<file path="src/rtl/line_period_meter.sv">
module line_period_meter #(
  parameter int CW = 16
) (
  input  logic          clk,
  input  logic          rst_n,
  input  logic          tick,
  input  logic [2:0]    zc,
  input  logic [1:0]    phase_sel,
  output logic [CW-1:0] period,
  output logic          period_upd
);

  localparam logic [CW-1:0] FULL = {CW{1'b1}};

  logic [1:0]    src, src_q;
  logic          edge_hit, chg, armed, ovf;
  logic [CW-1:0] cnt;

  assign src      = (phase_sel == 2'b11) ? 2'b00 : phase_sel;
  assign chg      = (src != src_q);
  assign edge_hit = zc[src];

  always_ff @(posedge clk) begin
    if (!rst_n) begin
      src_q      <= 2'b00;
      armed      <= 1'b0;
      ovf        <= 1'b0;
      cnt        <= '0;
      period     <= '0;
      period_upd <= 1'b0;
    end else begin
      src_q      <= src;
      period_upd <= 1'b0;
      if (chg) begin
        armed <= 1'b0;
        ovf   <= 1'b0;
        cnt   <= '0;
      end else if (edge_hit) begin
        if (armed) begin
          period     <= ovf ? FULL : cnt;
          period_upd <= 1'b1;
        end
        armed <= 1'b1;
        ovf   <= 1'b0;
        cnt   <= '0;
      end else if (armed && tick) begin
        if (cnt == FULL) ovf <= 1'b1;
        else             cnt <= cnt + 1'b1;
      end
    end
  end

  AST_PERIOD_ONLY_ON_UPD: assert property (@(posedge clk) disable iff (!rst_n)
    (period != $past(period)) |-> period_upd);
  AST_FIRST_EDGE_SILENT: assert property (@(posedge clk) disable iff (!rst_n)
    (edge_hit && !armed) |=> !period_upd);
  AST_SEL_CHANGE_DISARMS: assert property (@(posedge clk) disable iff (!rst_n)
    chg |=> (!armed && !period_upd));
  AST_OVF_LOADS_FULL: assert property (@(posedge clk) disable iff (!rst_n)
    (edge_hit && armed && ovf && !chg) |=> (period_upd && period == FULL));
  AST_OVF_STICKY: assert property (@(posedge clk) disable iff (!rst_n)
    (ovf && !edge_hit && !chg) |=> ovf);

endmodule

</file>
<file path="config.mk">
export PLATFORM = sky130hd
export DESIGN_NAME = line_period_meter
export DESIGN_NICKNAME = d
export VERILOG_FILES = /design/src/rtl/line_period_meter.sv
export SDC_FILE = /design/constraint.sdc
export NUM_CORES = 1
export LEC_CHECK = 0
export BUFFER_PORTS_ARGS = -buffer_cell sky130_fd_sc_hd__buf_2
export CAP_MARGIN = 25
export CORE_MARGIN = 4
export CORE_UTILIZATION = 55
export CTS_CLUSTER_DIAMETER = 80
export CTS_CLUSTER_SIZE = 12
export DETAILED_ROUTE_END_ITERATION = 8
export PLACE_DENSITY = 0.81
export SLEW_MARGIN = 20
export SYNTH_ARGS = -nofsm -noshare
export SYNTH_HDL_FRONTEND = slang
export SYNTH_SLANG_ARGS = --single-unit
</file>
<file path="constraint.sdc">
create_clock -name clk -period 1.8 [get_ports clk]
set_input_delay 0.18 -clock clk [delete_from_list [all_inputs] [get_ports clk]]
set_output_delay 0.18 -clock clk [all_outputs]
set_load 0.01 [all_outputs]
</file>
==> impl_metrics.yaml, run 1 <==
synthesis:
  syn_nets: 181
  avgSynthCellArea_um2: 9.70
  synth_seq_area_share: 0.444
  netlist_instances: 172
  synth_warnings: 0
  synth.distinct_cells: 38
  synth.cell_area_mm2: 0.00167
  ys_ff_latch: 37
finish:
  synthToLayoutAreaGrowth_pct: 16.9
  nets: 214
  fillCellCount: 243
  multi_input_area_um2: 846
  final_area_mm2: 0.00195
  seqCellArea_um2: 742
  antenna_cells: 0
  layout_common_cells: "36 x dfxtp_1, 24 x buf_2, 16 x o221a_1, 15 x a21oi_1, 13 x buf_4"
  drive_gt1_frac: 0.252
  final_common_cell: "dfxtp_1"
timing:
  rsz0062_at_grt: "no"
  period_minus_slack_ns: 1.69
  relSlewSlack: 0.743
  final_max_slew_viol_count: 0
  worstMarginPinSlew_ns: 0.384
  setup_violations: 0
  period_share: 0.937
  finalSetupTns_ns: 0
  skew_ns: 0.00926
  timing.final.hold_violations: 0
  fmax_mhz: 593
floorplan:
  die_height_um: 63.1
  coreArea_mm2: 0.00283
  initial_utilization: 0.590
  ios: 25
  die_width_um: 63.1
  die_area_mm2: 0.00398
  rows: 19
setup_path:
  worstReg2RegEnd: "cnt[9]$_SDFFE_PP0P_"
  worstPathRequired_ns: 2.08
  cp-start-kind: "register"
  path_class: "register to register"
  rr_worst_depth: 6
  cp-end-kind: "register"
  crit_arrival_ns: 1.97
  r2r_start: "cnt[1]$_SDFFE_PP0P_"
  setup.worst_path.end: "cnt[9]$_SDFFE_PP0P_"
  reg2reg_slack_ns: 0.11
  cp_max_fo: 18
  crit_path_start: "cnt[1]$_SDFFE_PP0P_"
routing:
  dr.pass1.iters: 4
  drc: 0
  dr.first_iter.drc_count: 85
  detail_route.vias_per_cell: 6.36
  finalWirelength_um: 3950
  vias: 1508
  post_drt_wl_per_cell_um: 16.7
  ant_nets: 0
clocking:
  clockRootBuffer: "clkbuf_4"
  clk_pin_slew_ns: 0.11
  cts_tree: "yes"
  numCtsBuffers: 5
  clock_path_buffers: 2
  clkSinkCount: 37
  clkLatencyLatePin_ns: 0.35
  htree_levels: 2
pwr:
  p_per_area_mw_per_mm2: 737
  comb_power_share: 0.067
  p_sw_frac: 0.233
  power_frac_seq: 0.585
  p_sw_mw: 0.334
  vdd_drop_max_mv: 0.525
  power.internal_mw: 1.10
  cellLeakagePower_nw: 0.756
  pwr-share-clk: 0.348
grt:
  track_usage: 0.205
  grt_pass1_vias: 1402
  antenna_found_initial: 0
  grt_max_degree: 22
  grt_pass1_wl_um: 6470
  overflow: 0
min_path:
  min_path_type: "input port to register"
  hp-start: "phase_sel[0]"
job:
  maxCapViolCount: 0
placement:
  dp_hpwl_um: 2870
  place_congestion: 0.907
  io_buffers: 24
  place_area_mm2: 0.00187
outcome:
  status: "completed"
synthesized netlist by cell type:
library cell  number  area share
dfxtp_1           37        0.44
o221a_1           16        0.11
a21oi_1           15       0.045
nand2_1           10       0.023
nand3_1            8       0.024
nand4_1            8       0.030
or3_1              8       0.030
o21ai_1            6       0.018
o31ai_1            6       0.027
and3_1             4       0.015
buf_2              4       0.012
clkbuf_1           4      0.0090
inv_1              4      0.0090
nor2_1             4      0.0090
or4_1              4       0.018
and2_1             3       0.011
buf_6              3       0.020
nor3_1             3      0.0090
a31oi_1            2      0.0075
and4_1             2       0.011
mux2_4             2       0.018
nor2b_1            2      0.0075
nor4bb_1           2       0.012
a211o_1            1      0.0053
a211oi_1           1      0.0045
a22o_1             1      0.0053
and3b_1            1      0.0053
buf_4              1      0.0045
ha_1               1      0.0075
mux2i_1            1      0.0060
nand2b_1           1      0.0038
nand3b_1           1      0.0045
nor4_1             1      0.0038
nor4_2             1      0.0075
nor4_4             1       0.013
o211ai_1           1      0.0045
o21ai_0            1      0.0030
xor2_1             1      0.0053
timing repair:
action,CTS,global route
hold buffers,0,0
buffers inserted,0,0
resized for setup,2,1
cloned,0,0
setup endpoints to repair,2,10
pin swaps,0,2
cells by family after synthesis:
kind of cell	Yosys count	synth area share
xor+xnor	1	0.00525
flops	37	0.444
simple gates	64	0.236
buf+inv	16	0.0548
compound gates	50	0.228
mux	3	0.0240
fa+ha+maj	1	0.00750
final cells by class:
cell class,instances,share of cell area
repair buffers,38,0.122
multi-input cells,119,0.434
inverters,4,0.00770
clock inverters,1,0.00257
well taps,31,0.0199
flip-flops and latches,37,0.381
clock buffers,7,0.0334
worst max-delay path, stage by stage, from the launching register on:
cell	delay, ns
dfxtp_2	0.36
ha_1	0.19
nand4_1	0.22
nor4_4	0.07
buf_12	0.15
or4_1	0.49
a21oi_1	0.15
per-layer routing:
metal	vias to the layer above	routed length (µm)	share of wire	GRT usage
li1	735	-	-	-
met1	720	1730	0.44	0.255
met2	47	1930	0.49	0.332
met3	6	235	0.059	0.0622
met4	0	57	0.014	0.0799
met5	-	0	0	0
flip-flops by register name, summed over array words and instances (netlist names):
| name | count |
|---|---|
| armed | 1 |
| cnt | 16 |
| ovf | 1 |
| period | 16 |
| period_upd | 1 |
| src_q | 2 |
how the worst min path moves through the flow:
stage,end,slack [ns],cells after the start
final,src_q[1]$_SDFF_PN0_,0.08,2
after global routing,src_q[1]$_SDFF_PN0_,0.07,2
after CTS,src_q[1]$_SDFF_PN0_,0.08,2
after detailed placement,src_q[1]$_SDFF_PN0_,0.45,2
after global placement,src_q[1]$_SDFF_PN0_,0.43,2
after floorplan,src_q[1]$_SDFF_PN0_,0.25,1
stage by stage:
stage,worst slack (ns),std cells,utilization,hold WS (ns),total power [mW]
after floorplan,0.122,172,-,0.252,0.920
after global placement,0.131,229,0.660,0.430,0.948
after detailed placement,0.0172,229,0.660,0.448,0.955
after CTS,0.0401,237,0.689,0.0773,1.44
after global routing,0.00791,237,0.689,0.0716,1.50
final,0.114,237,0.689,0.0774,1.44
power by group through the flow:
stage | Combinational, mW | Clock (mW) | Sequential (mW)
global placement | 0.0909 | 0 | 0.858
global route | 0.105 | 0.550 | 0.842
finish | 0.0968 | 0.499 | 0.840
CTS | 0.0966 | 0.505 | 0.840
floorplan | 0.0576 | 0 | 0.863
detailed placement | 0.0960 | 0 | 0.859
Note: power is estimated with default switching activity, not from simulation.
==> inputs of run 2 (changes only) <==
- SETUP_SLACK_MARGIN: default -> 0.3
==> run 2 against run 1 <==
Effect of this change: register-to-register slack gained 0.02 ns; global-route usage grew 3.7 points; clock power grew 22%; setup slack gained 0.024 ns; via count grew 22%; critical endpoint unchanged; flip-flop and latch count is the same; combinational power grew 24%.
==> impl_metrics.yaml, run 2 (synthesized netlist as in run 1, its figures left out) <==
timing:
  whs_ns: 0.108
  setup_violations: 0
  period_minus_slack_ns: 1.66
  relSlewSlack: 0.710
  skew_ns: 0.00650
  setup_ws_ns: 0.138
  rsz0062_at_grt: "yes"
  finalSetupTns_ns: 0
  fmax_mhz: 602
  timing.final.hold_violations: 0
  period_share: 0.923
  final_max_slew_viol_count: 0
  worstMarginPinSlew_ns: 0.422
setup_path:
  cp-start-kind: "register"
  rr_worst_depth: 4
  path_class: "register to register"
  cp_max_fo: 8
  worstPathRequired_ns: 2.07
  crit_arrival_ns: 1.94
  cp-end-kind: "register"
pwr:
  total_power_mw: 1.57
  vdd_drop_max_mv: 0.424
  p_per_area_mw_per_mm2: 717
  cellLeakagePower_nw: 0.834
finish:
  top_regs: "cnt x16, period x16, src_q x2"
  nets: 226
  final_area_mm2: 0.00219
  fillCellCount: 170
  antenna_cells: 0
  drive_gt1_frac: 0.436
  final_common_cell: "buf_2"
  layout_common_cells: "25 x buf_2, 23 x dfxtp_1, 21 x buf_4, 16 x o221a_1"
  final_cells: 249
  synthToLayoutAreaGrowth_pct: 31.4
  final_util: 0.774
routing:
  top_layer_used: "met4"
  post_drt_wl_per_cell_um: 21.4
  drc: 0
  met3_length_um: 525
  ant_nets: 0
  vias: 1838
  dr.pass1.iters: 6
  wl_met2_um: 2570
  finalWirelength_um: 5340
  dr.first_iter.drc_count: 213
  wl_met1_um: 1980
  detail_route.vias_per_cell: 7.38
floorplan:
  ios: 25
  die_width_um: 63.1
  rows: 19
  die_height_um: 63.1
  die_area_mm2: 0.00398
  initial_utilization: 0.590
  coreArea_mm2: 0.00283
clocking:
  clkSinkCount: 37
  clockRootBuffer: "clkbuf_4"
  numCtsBuffers: 5
  clk_pin_slew_ns: 0.11
  clkLatencyLatePin_ns: 0.34
  htree_levels: 2
  cts_tree: "yes"
  clock_path_buffers: 2
grt:
  grt_pass1_vias: 1588
  overflow: 0
  antenna_found_initial: 0
  grt_pass1_wl_um: 7650
  grt_max_degree: 22
  track_usage: 0.243
job:
  maxCapViolCount: 0
placement:
  io_buffers: 24
  dp_hpwl_um: 2880
  place_congestion: 0.908
  placed_cells: 228
  place_area_mm2: 0.00186
  pre_cts_slack_ns: 0.103
min_path:
  min_path_type: "input port to register"
  hold_depth: 2
outcome:
  status: "completed"
[run 2: cell types whose count changed in the layout (fill, tap and decap cells not counted), moves of 2 or more]
cell      change
dfxtp_4       +2
and2_4        +3
o31ai_1       -3
nor4bb_1      -2
a21oi_2       +3
nor4bb_2      +2
dfxtp_1      -13
buf_6         +3
nand3_1       -2
o31ai_4       +2
dfxtp_2      +11
a21oi_1       -3
o21ai_2       +2
buf_4         +8
[run 2: final timing paths]
kind,start,end,slack [ns]
worst max register to register,cnt[2]$_SDFFE_PP0P_,cnt[9]$_SDFFE_PP0P_,0.14
worst min-delay path,phase_sel[0],src_q[1]$_SDFF_PN0_,0.11
worst min register to register,ovf$_SDFFE_PP0P_,ovf$_SDFFE_PP0P_,0.51
worst max-delay path,cnt[2]$_SDFFE_PP0P_,cnt[9]$_SDFFE_PP0P_,0.14
[run 2: power by group]
part	internal, mW	switching (mW)	total, mW
clock network	0.332	0.279	0.610
logic	0.0525	0.0677	0.120
registers	0.829	0.0103	0.840
total	1.21	0.356	1.57
[run 2: cell type report]
class	instances	area, µm²	share of cell area
clock buffer	7	55.1	0.0251
clock inverter	1	30.0	0.0137
inverter	4	15.0	0.00685
multi-input combinational	120	972	0.444
sequential	37	763	0.348
tap	31	38.8	0.0177
timing repair buffer	49	317	0.144
[run 2: what timing repair did]
item / in CTS / in global routing
setup buffers: 9 / 2
pin swaps: 18 / 18
gates cloned: 0 / 2
hold buffers: 0 / 0
endpoints found under the setup margin: 32 / 33
gates resized for setup: 20 / 23
[run 2: worst max-delay path, cell delays in order, from the launching register on]
cell     delay (ns)
dfxtp_2        0.45
and4_2         0.31
nand3_4        0.15
or4_1          0.51
a21oi_1        0.16
[run 2: metal layers]
layer / vias up / global-route usage
met5: - / 0
li1: 765 / -
met2: 176 / 0.402
met1: 859 / 0.288
met4: 0 / 0.132
met3: 38 / 0.0586
